## config.mk

```make
export PLATFORM = sky130hd
export DESIGN_NAME = ecc_syndrome_fixer
export DESIGN_NICKNAME = d
export VERILOG_FILES = /design/src/rtl/ecc_fix_pkg.sv /design/src/rtl/ecc_syn_stage.sv /design/src/rtl/ecc_classify.sv /design/src/rtl/ecc_rmw.sv /design/src/rtl/ecc_syndrome_fixer.sv
export SDC_FILE = /design/constraint.sdc
export NUM_CORES = 1
export LEC_CHECK = 0
export BUFFER_PORTS_ARGS = -buffer_cell sky130_fd_sc_hd__buf_2
export CELL_PAD_IN_SITES_DETAIL_PLACEMENT = 0
export CELL_PAD_IN_SITES_GLOBAL_PLACEMENT = 2
export CORE_UTILIZATION = 30
export DETAILED_ROUTE_END_ITERATION = 16
export GPL_ROUTABILITY_DRIVEN = 0
export GPL_TIMING_DRIVEN = 0
export PLACE_DENSITY_LB_ADDON = 0.2
export SYNTH_ARGS = -nofsm -noshare
export SYNTH_HDL_FRONTEND = slang
export SYNTH_SLANG_ARGS = --single-unit
```

## constraint.sdc

```tcl
create_clock -name clk -period 6.5 [get_ports clk]
set_input_delay 0.65 -clock clk [delete_from_list [all_inputs] [get_ports clk]]
set_output_delay 0.65 -clock clk [all_outputs]
set_load 0.02 [all_outputs]
```

## src/rtl/ecc_fix_pkg.sv

```systemverilog
package ecc_fix_pkg;

   typedef enum logic [1:0] {
      ST_CLEAN      = 2'b00,
      ST_DATA_FIXED = 2'b01,
      ST_CODE_BAD   = 2'b10,
      ST_UNCORR     = 2'b11
   } fix_status_e;

endpackage

```

## src/rtl/ecc_syn_stage.sv

```systemverilog
module ecc_syn_stage #(
   parameter int CODE_W  = 24,
   parameter bit SYN_REG = 1'b1
) (
   input  logic              clk,
   input  logic              rst_n,
   input  logic              start_i,
   input  logic [CODE_W-1:0] code_a_i,
   input  logic [CODE_W-1:0] code_b_i,
   output logic              vld_o,
   output logic [CODE_W-1:0] syn_o
);

   logic [CODE_W-1:0] syn_raw;

   assign syn_raw = code_a_i ^ code_b_i;

   generate
      if (SYN_REG) begin : g_reg
         logic              vld_q;
         logic [CODE_W-1:0] syn_q;
         always_ff @(posedge clk or negedge rst_n) begin
            if (!rst_n) begin
               vld_q <= 1'b0;
               syn_q <= '0;
            end else begin
               vld_q <= start_i;
               if (start_i) syn_q <= syn_raw;
            end
         end
         assign vld_o = vld_q;
         assign syn_o = syn_q;
      end else begin : g_comb
         assign vld_o = start_i;
         assign syn_o = syn_raw;
      end
   endgenerate

endmodule

```

## src/rtl/ecc_classify.sv

```systemverilog
module ecc_classify
   import ecc_fix_pkg::*;
#(
   parameter int CODE_W = 24,
   parameter int IDX_W  = 9,
   parameter int BIT_W  = 3
) (
   input  logic              clk,
   input  logic              rst_n,
   input  logic              vld_i,
   input  logic [CODE_W-1:0] syn_i,
   output logic              done_o,
   output fix_status_e       status_o,
   output logic [IDX_W-1:0]  byte_o,
   output logic [BIT_W-1:0]  bit_o
);

   localparam int PAIRS = CODE_W / 2;

   generate
      if (IDX_W + BIT_W != PAIRS) begin : g_bad_split
         $error("ecc_classify: IDX_W + BIT_W must equal CODE_W/2");
      end
   endgenerate

   logic [PAIRS-1:0] pair_split;
   logic [PAIRS-1:0] even_bits;

   generate
      for (genvar k = 0; k < PAIRS; k++) begin : g_pair
         assign pair_split[k] = syn_i[2*k+1] ^ syn_i[2*k];
         assign even_bits[k]  = syn_i[2*k];
      end
   endgenerate

   fix_status_e      status_n;
   logic [IDX_W-1:0] byte_n;
   logic [BIT_W-1:0] bit_n;

   always_comb begin
      byte_n = '0;
      bit_n  = '0;
      if (syn_i == '0) begin
         status_n = ST_CLEAN;
      end else if (&pair_split) begin
         status_n = ST_DATA_FIXED;
         byte_n   = even_bits[IDX_W-1:0];
         bit_n    = even_bits[IDX_W +: BIT_W];
      end else if ($onehot(syn_i)) begin
         status_n = ST_CODE_BAD;
      end else begin
         status_n = ST_UNCORR;
      end
   end

   always_ff @(posedge clk or negedge rst_n) begin
      if (!rst_n) begin
         done_o   <= 1'b0;
         status_o <= ST_CLEAN;
         byte_o   <= '0;
         bit_o    <= '0;
      end else begin
         done_o <= vld_i;
         if (vld_i) begin
            status_o <= status_n;
            byte_o   <= byte_n;
            bit_o    <= bit_n;
         end
      end
   end

   AST_CLEAN_ZERO_SYN: assert property (@(posedge clk) disable iff (!rst_n)
      (done_o && status_o == ST_CLEAN) |-> ($past(syn_i) == '0));

   AST_LOC_QUIET: assert property (@(posedge clk) disable iff (!rst_n)
      (done_o && status_o != ST_DATA_FIXED) |-> (byte_o == '0 && bit_o == '0));

   AST_CODE_SINGLE: assert property (@(posedge clk) disable iff (!rst_n)
      (done_o && status_o == ST_CODE_BAD) |-> ($countones($past(syn_i)) == 1));

endmodule

```

## src/rtl/ecc_rmw.sv

```systemverilog
module ecc_rmw
   import ecc_fix_pkg::*;
#(
   parameter int IDX_W  = 9,
   parameter int BIT_W  = 3,
   parameter int DATA_W = 8,
   parameter bit FIX_EN = 1'b1
) (
   input  logic              clk,
   input  logic              rst_n,
   input  logic              done_i,
   input  fix_status_e       status_i,
   input  logic [IDX_W-1:0]  byte_i,
   input  logic [BIT_W-1:0]  bit_i,
   output logic              buf_rd_o,
   output logic [IDX_W-1:0]  buf_raddr_o,
   input  logic [DATA_W-1:0] buf_rdata_i,
   output logic              buf_wr_o,
   output logic [IDX_W-1:0]  buf_waddr_o,
   output logic [DATA_W-1:0] buf_wdata_o
);

   generate
      if (DATA_W != (1 << BIT_W)) begin : g_bad_width
         $error("ecc_rmw: DATA_W must equal 2**BIT_W");
      end
   endgenerate

   generate
      if (FIX_EN) begin : g_fix
         logic              wr_q;
         logic [IDX_W-1:0]  waddr_q;
         logic [DATA_W-1:0] mask_q;

         assign buf_rd_o    = done_i && (status_i == ST_DATA_FIXED);
         assign buf_raddr_o = byte_i;

         always_ff @(posedge clk or negedge rst_n) begin
            if (!rst_n) begin
               wr_q    <= 1'b0;
               waddr_q <= '0;
               mask_q  <= '0;
            end else begin
               wr_q <= buf_rd_o;
               if (buf_rd_o) begin
                  waddr_q <= byte_i;
                  mask_q  <= DATA_W'(1) << bit_i;
               end
            end
         end

         assign buf_wr_o    = wr_q;
         assign buf_waddr_o = waddr_q;
         assign buf_wdata_o = buf_rdata_i ^ mask_q;

         AST_SINGLE_FLIP: assert property (@(posedge clk) disable iff (!rst_n)
            buf_wr_o |-> ($countones(buf_wdata_o ^ buf_rdata_i) == 1));

         AST_WADDR_MATCH: assert property (@(posedge clk) disable iff (!rst_n)
            buf_wr_o |-> (buf_waddr_o == $past(buf_raddr_o)));
      end else begin : g_nofix
         assign buf_rd_o    = 1'b0;
         assign buf_raddr_o = '0;
         assign buf_wr_o    = 1'b0;
         assign buf_waddr_o = '0;
         assign buf_wdata_o = '0;
      end
   endgenerate

endmodule

```

## src/rtl/ecc_syndrome_fixer.sv

```systemverilog
module ecc_syndrome_fixer
   import ecc_fix_pkg::*;
#(
   parameter int SECTOR_BYTES = 512,
   parameter int DATA_W       = 8,
   parameter int CODE_W       = 24,
   parameter bit SYN_REG      = 1'b1,
   parameter bit FIX_EN       = 1'b1,
   localparam int IDX_W       = $clog2(SECTOR_BYTES),
   localparam int BIT_W       = $clog2(DATA_W)
) (
   input  logic              clk,
   input  logic              rst_n,
   input  logic              start_i,
   input  logic [CODE_W-1:0] code_stored_i,
   input  logic [CODE_W-1:0] code_calc_i,
   output logic              done_o,
   output logic [1:0]        status_o,
   output logic [IDX_W-1:0]  err_byte_o,
   output logic [BIT_W-1:0]  err_bit_o,
   output logic              buf_rd_o,
   output logic [IDX_W-1:0]  buf_raddr_o,
   input  logic [DATA_W-1:0] buf_rdata_i,
   output logic              buf_wr_o,
   output logic [IDX_W-1:0]  buf_waddr_o,
   output logic [DATA_W-1:0] buf_wdata_o
);

   localparam int LAT = 1 + int'(SYN_REG);

   generate
      if ((1 << IDX_W) != SECTOR_BYTES) begin : g_bad_sector
         $error("ecc_syndrome_fixer: SECTOR_BYTES must be a power of two");
      end
      if (CODE_W != 2 * (IDX_W + BIT_W)) begin : g_bad_code
         $error("ecc_syndrome_fixer: CODE_W must be twice the location width");
      end
   endgenerate

   logic              syn_vld;
   logic [CODE_W-1:0] syn;
   fix_status_e       status_e;

   ecc_syn_stage #(.CODE_W(CODE_W), .SYN_REG(SYN_REG)) u_syn (
      .clk     (clk),
      .rst_n   (rst_n),
      .start_i (start_i),
      .code_a_i(code_stored_i),
      .code_b_i(code_calc_i),
      .vld_o   (syn_vld),
      .syn_o   (syn)
   );

   ecc_classify #(.CODE_W(CODE_W), .IDX_W(IDX_W), .BIT_W(BIT_W)) u_cls (
      .clk     (clk),
      .rst_n   (rst_n),
      .vld_i   (syn_vld),
      .syn_i   (syn),
      .done_o  (done_o),
      .status_o(status_e),
      .byte_o  (err_byte_o),
      .bit_o   (err_bit_o)
   );

   assign status_o = status_e;

   ecc_rmw #(.IDX_W(IDX_W), .BIT_W(BIT_W), .DATA_W(DATA_W), .FIX_EN(FIX_EN)) u_rmw (
      .clk        (clk),
      .rst_n      (rst_n),
      .done_i     (done_o),
      .status_i   (status_e),
      .byte_i     (err_byte_o),
      .bit_i      (err_bit_o),
      .buf_rd_o   (buf_rd_o),
      .buf_raddr_o(buf_raddr_o),
      .buf_rdata_i(buf_rdata_i),
      .buf_wr_o   (buf_wr_o),
      .buf_waddr_o(buf_waddr_o),
      .buf_wdata_o(buf_wdata_o)
   );

   // cycles since reset, saturating, so latency checks never look before reset
   logic [1:0] age_q;
   always_ff @(posedge clk or negedge rst_n) begin
      if (!rst_n)         age_q <= '0;
      else if (age_q != 2'd3) age_q <= age_q + 2'd1;
   end

   AST_DONE_LATENCY: assert property (@(posedge clk) disable iff (!rst_n)
      (int'(age_q) >= LAT) |-> (done_o == $past(start_i, LAT)));

   AST_NO_ACCESS: assert property (@(posedge clk) disable iff (!rst_n)
      (done_o && status_e != ST_DATA_FIXED) |=> !buf_wr_o);

   AST_WR_FOLLOWS_RD: assert property (@(posedge clk) disable iff (!rst_n)
      buf_wr_o |-> $past(buf_rd_o));

endmodule

```

### Yosys cells after proc, flatten, opt, wreduce, memory -nomap -nowiden

Cells that the tools add are included.

| storage, ports and cells | value |
|---|---|
| bits in registers | 58 |
| output and inout bits | 43 |
| logic and storage cells | 59 |

| cells by class | value |
|---|---|
| add/sub/neg operators | 23 |
| equal/unequal tests | 2 |
| shift operators | 1 |
| multiplexer cells | 7 |
| bitwise gates (word level) | 14 |
| reduce and logical (&&, ||, !) cells | 3 |

Operators with widths:

| kind | number |
|---|---|
| 5-bit adder | 11 |
| 1-bit by 1-bit adder with 2-bit output | 12 |
| 24-bit zero test | 1 |
| 24-bit bitwise XOR | 1 |
| 9-bit two-way mux | 2 |
| 12-bit AND reduction | 1 |
| 1-bit bitwise XOR | 12 |
| 1-bit by 3-bit << shifter with 8-bit output (first input constant) | 1 |
| 8-bit bitwise XOR | 1 |
| 3-bit two-way mux | 2 |
| 5-bit by 1-bit == test with 1-bit output (second input constant) | 1 |
| 2-bit two-way mux | 2 |
| 2-bit by 1-bit == test with 1-bit output (second input constant) | 1 |
| 1-bit logical AND | 1 |
| 1-bit two-way mux | 1 |

### Depth between registers and ports, before layout

| logic depth | value |
|---|---|
| depth after elaboration | 9 |
| mapped depth | 18 |
| mapped depth without buffers | 18 |

### Cells and area by module

A second synthesis with hierarchy kept.

| unflattened totals | value |
|---|---|
| cell total of the unflattened synthesis | 305 |
| area total of the unflattened synthesis | 3668.5 um2 |

Modules (own cells, without submodules):

| module | instances | cells an instance | area an instance (um2) | sequential area each (um2) |
|---|---|---|---|---|
| ecc_classify | 1 | 140 | 1422.6 | 375.4 |
| ecc_syn_stage | 1 | 102 | 1337.5 | 625.6 |
| ecc_rmw | 1 | 63 | 908.4 | 450.4 |

### Least setup slack after synthesis

Ideal clock, no wire load.

| timing | value |
|---|---|
| path kind | reg2reg |
| start | reg u_syn.g_reg.syn_q[22] (netlist: u_syn.syn_o[22]) |
| end | reg u_cls.status_o[0] |
| setup time | 126 ps |
| arrival time | 4365 ps |
| required time | 6374 ps |
| setup slack | 2009 ps |
| cell stages (with the launch flop) | 14 |
| path buffers | 0 |
| cell sequence | dfrtp_1 ha_1 fa_1 inv_1 fa_1 fa_1 fa_1 fa_1 inv_1 ha_1 fa_1 xnor2_1 nand4_1 o31a_2 |

| between the ends | value |
|---|---|
| cells in the longest elaborated chain, start to end | 8 |
| elaborated cells between the ends (all ways) | 11 |
| those cells by class | 4 x add/sub; 1 x eq/ne; 3 x mux; 1 x bitwise; 2 x reduce/logical |

RTL lines:

| item | line | RTL |
|---|---|---|
| start: declaration | ecc_syn_stage.sv:21 | `logic [CODE_W-1:0] syn_q;` |
| start signal: assignment | ecc_syn_stage.sv:28 | `if (start_i) syn_q <= syn_raw;` |
| 1-bit by 1-bit adder with 2-bit output (implied by the code) | ecc_classify.sv:49 | `end else if ($onehot(syn_i)) begin` |
| 5-bit adder (implied by the code) (3 in a row) | ecc_classify.sv:49 |  |
| 5-bit by 1-bit == test with 1-bit output | ecc_classify.sv:49 |  |
| 1-bit two-way mux | ecc_classify.sv:49 |  |
| 2-bit two-way mux | ecc_classify.sv:45 | `end else if (&pair_split) begin` |
| 2-bit two-way mux * | ecc_classify.sv:43 | `if (syn_i == '0) begin` |
| end signal: assignment | ecc_classify.sv:65 | `status_o <= status_n;` |
| end: declaration | ecc_classify.sv:13 | `output fix_status_e status_o,` |

Mark *: on every way between the ends. The rest lies on a longest branch, timed or not.
A chain may end at the register's enable or synchronous reset.

### Worst setup path after layout

| timing | value |
|---|---|
| start | reg u_syn.g_reg.syn_q[10] (netlist: u_syn.syn_o[10]) |
| end | reg u_cls.status_o[0] |

| between the ends | value |
|---|---|
| cells in the longest elaborated chain, start to end | 9 |
| elaborated cells between the ends (all ways) | 12 |
| those cells by class | 5 x add/sub; 1 x eq/ne; 3 x mux; 1 x bitwise; 2 x reduce/logical |

RTL lines:

| item | line |
|---|---|
| 1-bit by 1-bit adder with 2-bit output (implied by the code) | ecc_classify.sv:49 |
| 5-bit adder (implied by the code) (4 in a row) | ecc_classify.sv:49 |
| 5-bit by 1-bit == test with 1-bit output | ecc_classify.sv:49 |
| 1-bit two-way mux | ecc_classify.sv:49 |
| 2-bit two-way mux | ecc_classify.sv:45 |
| 2-bit two-way mux * | ecc_classify.sv:43 |

Marks and branches as above.

==> out/results.tsv <==
stage	metric	value	unit
outcome	run status	finished, final reports clean	
cells_and_area	Reg area	1450	um2
yosys	list of most frequent post-synthesis cells	inv_1 (61), dfrtp_1 (58), nand2_1 (38), ha_1 (31), xnor2_1 (26)	
yosys	number of synthesized flops with an enable pin	0	
clock_tree	Max Root-Sink Buffers	2	
yosys	count leader, synth	inv_1	
drt	DR vias	2584	
drt	DR iter-0 viols	79	
clock_tree	CTS Sinks	58	
sta	RSZ-0062 raised after global routing	no	
clock_tree	htree depth	3	
sta	Tcrit/Tclk final	72.4	%
critical_path	Startpoint Class	flip-flop	
clock_tree	worst skew pair latency	330	ps
sta	Final Hold Fails	0	
cells_and_area	area growth from synthesis to layout	28.3	%
clock_tree	CTS tree	yes	
critical_path	worst r2r dst	u_cls.status_o[0]	
yosys	syn nets	456	
yosys	Synth Instances	347	
drt	# DRC	0	
drt	Final ANT Viol Nets	0	
critical_path	critical path's slowest cell	fa_1	
global_route	total grt overflow	0	
clock_tree	CTS Hold Buffers Added	0	
clock_tree	post-CTS setup buffer count	0	
power_and_ir_drop	total power	1.94	mW
clock_tree	Num CTS Buffers	9	
power_and_ir_drop	P_leak	2.46	nW
yosys	Top FF cell, synth	dfrtp_1	
yosys	post-synthesis register bit count	58	
critical_path	most used cell, CP	fa_1	
critical_path	CP max stage delay	560	ps
critical_path	critical path class	reg2reg	
global_route	initial antenna violation count	0	
cells_and_area	n_diodes	0	
sta	Slew HR	50.5	%
yosys	sequential fraction of the synthesis area	41.3	%
critical_path	endpoint class of the critical path	flip-flop	
floorplanning	Initial Util	30.8	%
critical_path	worst r2r path cells	14	
floorplanning	Core ar.	11400	um2
critical_path	Critical Path AT	4910	ps
sta	Slew Viols, Final	0	
yosys	asr flop ratio synth	100	%
global_route	vias in the first global route	2493	
placed_design	Port Buffer Count	101	
yosys	YS warnings	0	
run	max_cap viols	0	
drt	Wirelength per Cell	11.9	um
yosys	leading area contributor after synthesis	dfrtp_1	
yosys	share of the synthesized area in the top cell type	41.3	%
yosys	Yosys cell types	28	
global_route	global-route wire length before repair	12000	um
sta	clk_skew	7.07	ps
critical_path	reg2reg start	u_syn.syn_o[10]	
cells_and_area	number of filler cells placed in the layout	1185	
hold_path	worst hold path class	in2async	
clock_tree	clock-pin slew on the worst setup and hold paths	50	ps
floorplanning	Die Area	12200	um2
critical_path	worst reg-to-reg setup slack	1800	ps
power_and_ir_drop	power per cell area	430	nW/um2
sta	worst-margin pin slew	743	ps
clock_tree	Post-CTS Resized	0	
yosys	mapped cell area	3520	um2
yosys	Post-Syn Area per Cell	10.1	um2
floorplanning	Die Span Y	110	um
cells_and_area	share of cells above drive strength 1	28.5	%
cells_and_area	Multi-input gate area	1720	um2
sta	Tmin final	4700	ps
drt	post-DR vias/cell	4.26	
critical_path	critical path peak fanout	4	
global_route	GRT Overall Usage	13.3	%
cells_and_area	nets@finish	568	
clock_tree	clock root buffer	clkbuf_16	
power_and_ir_drop	VDD IR max	0.326	mV
floorplanning	IO Count	102	
floorplanning	die width	110	um
critical_path	ordered cell list for the critical path	inv_1, ha_1, fa_1, inv_1, fa_1, fa_1, fa_1, fa_1, inv_1, ha_1, fa_1, xnor2_1, nand4_1, o31a_2	
sta	final setup violation count	0	
placed_design	DP HPWL	5770	um
sta	setup_tns	0	ps
global_route	largest net degree at the start of global routing	59	
floorplanning	std cell rows	39	
sta	Max Clock Freq	213	MHz
drt	first-pass iteration count of the detailed router	4	
yosys	top cells by area, synth	dfrtp_1 (41%), ha_1 (11%), fa_1 (11%)	
critical_path	Worst Path Required	6710	ps
drt	WL final	7240	um
## how the worst max path moves through the flow
stage | start | endpoint | cells past startpoint
floorplan | u_syn.syn_o[22] | u_cls.status_o[0] | 13
global placement | u_syn.syn_o[18] | u_cls.status_o[0] | 14
detailed placement | u_syn.syn_o[18] | u_cls.status_o[0] | 14
CTS | u_syn.syn_o[18] | u_cls.status_o[0] | 14
global route | u_syn.syn_o[18] | u_cls.status_o[0] | 14
finish | u_syn.syn_o[10] | u_cls.status_o[0] | 14
## report_power, final
group | internal, mW | switching [mW] | total (mW)
Combinational | 0.495 | 0.538 | 1.03
Clock | 0.330 | 0.162 | 0.492
Sequential | 0.389 | 0.0274 | 0.416
Total | 1.21 | 0.727 | 1.94
## cells in the final DEF (no fill, tap or decap), drive strengths merged, types with 8 or more instances in the layout
cell and instances:
a22o 12, fa 19, dfrtp 58, nand2 38, nor2 25, a21oi 25, xor2 8, inv 61
clkbuf 15, buf 114, ha 31, xnor2 26
## logic make-up (layout without fill, tap and decap cells)
family,Yosys count,in the layout,share of synthesized area [%]
adder cells (fa/ha/maj),50,50,21.8
AND/OR/NAND/NOR,75,75,8.96
flip-flops,58,58,41.3
buffers and inverters,81,197,9.89
AO/OA/AOI/OAI,49,49,9.60
XOR/XNOR,34,34,8.46
## worst max-delay path, delay by kind of cell (launching register included)
family	cells	cell delay, ps
compound gates	1	280
xor+xnor	1	160
fa+ha+maj	8	3450
buf+inv	3	160
flops	1	430
simple gates	1	100
## sequential cells by signal (all words and copies together), names as in the netlist
name                count
u_rmw.buf_wr_o          1
u_cls.bit_o             3
u_cls.byte_o            9
u_syn.syn_o            24
u_cls.status_o          2
u_rmw.buf_waddr_o       9
u_syn.vld_o             1
u_cls.done_o            1
u_rmw.g_fix.mask_q      8
## layout make-up
type                       instances  area share (%)
multi-input combinational        208            38.1
clock inverter                     6            1.83
buffer                            19            2.55
tap                              143            3.96
sequential                        58            32.2
clock buffer                       9            4.99
inverter                          62            5.16
timing repair buffer             101            11.3
## metrics by stage
stage / instances / hold slack (ps) / worst slack [ps] / util [%] / instance area (um2)
after floorplan: 347 / 354 / 2010 / - / 3520
after global placement: 591 / 454 / 1780 / 36.8 / 4200
after detailed placement: 591 / 459 / 1750 / 36.8 / 4200
after CTS: 606 / 471 / 1730 / 39.5 / 4510
after global routing: 606 / 456 / 1560 / 39.5 / 4510
final: 606 / 375 / 1800 / 39.5 / 4510
## metal layers
layer	wire length [um]	global-route usage [%]	part of all wire (%)
met3	377	2.59	5.2
met2	3180	20.1	44
met1	3520	18.0	49
met4	159	7.05	2.2
met5	0	0	0
(Power assumes the default switching activity.)
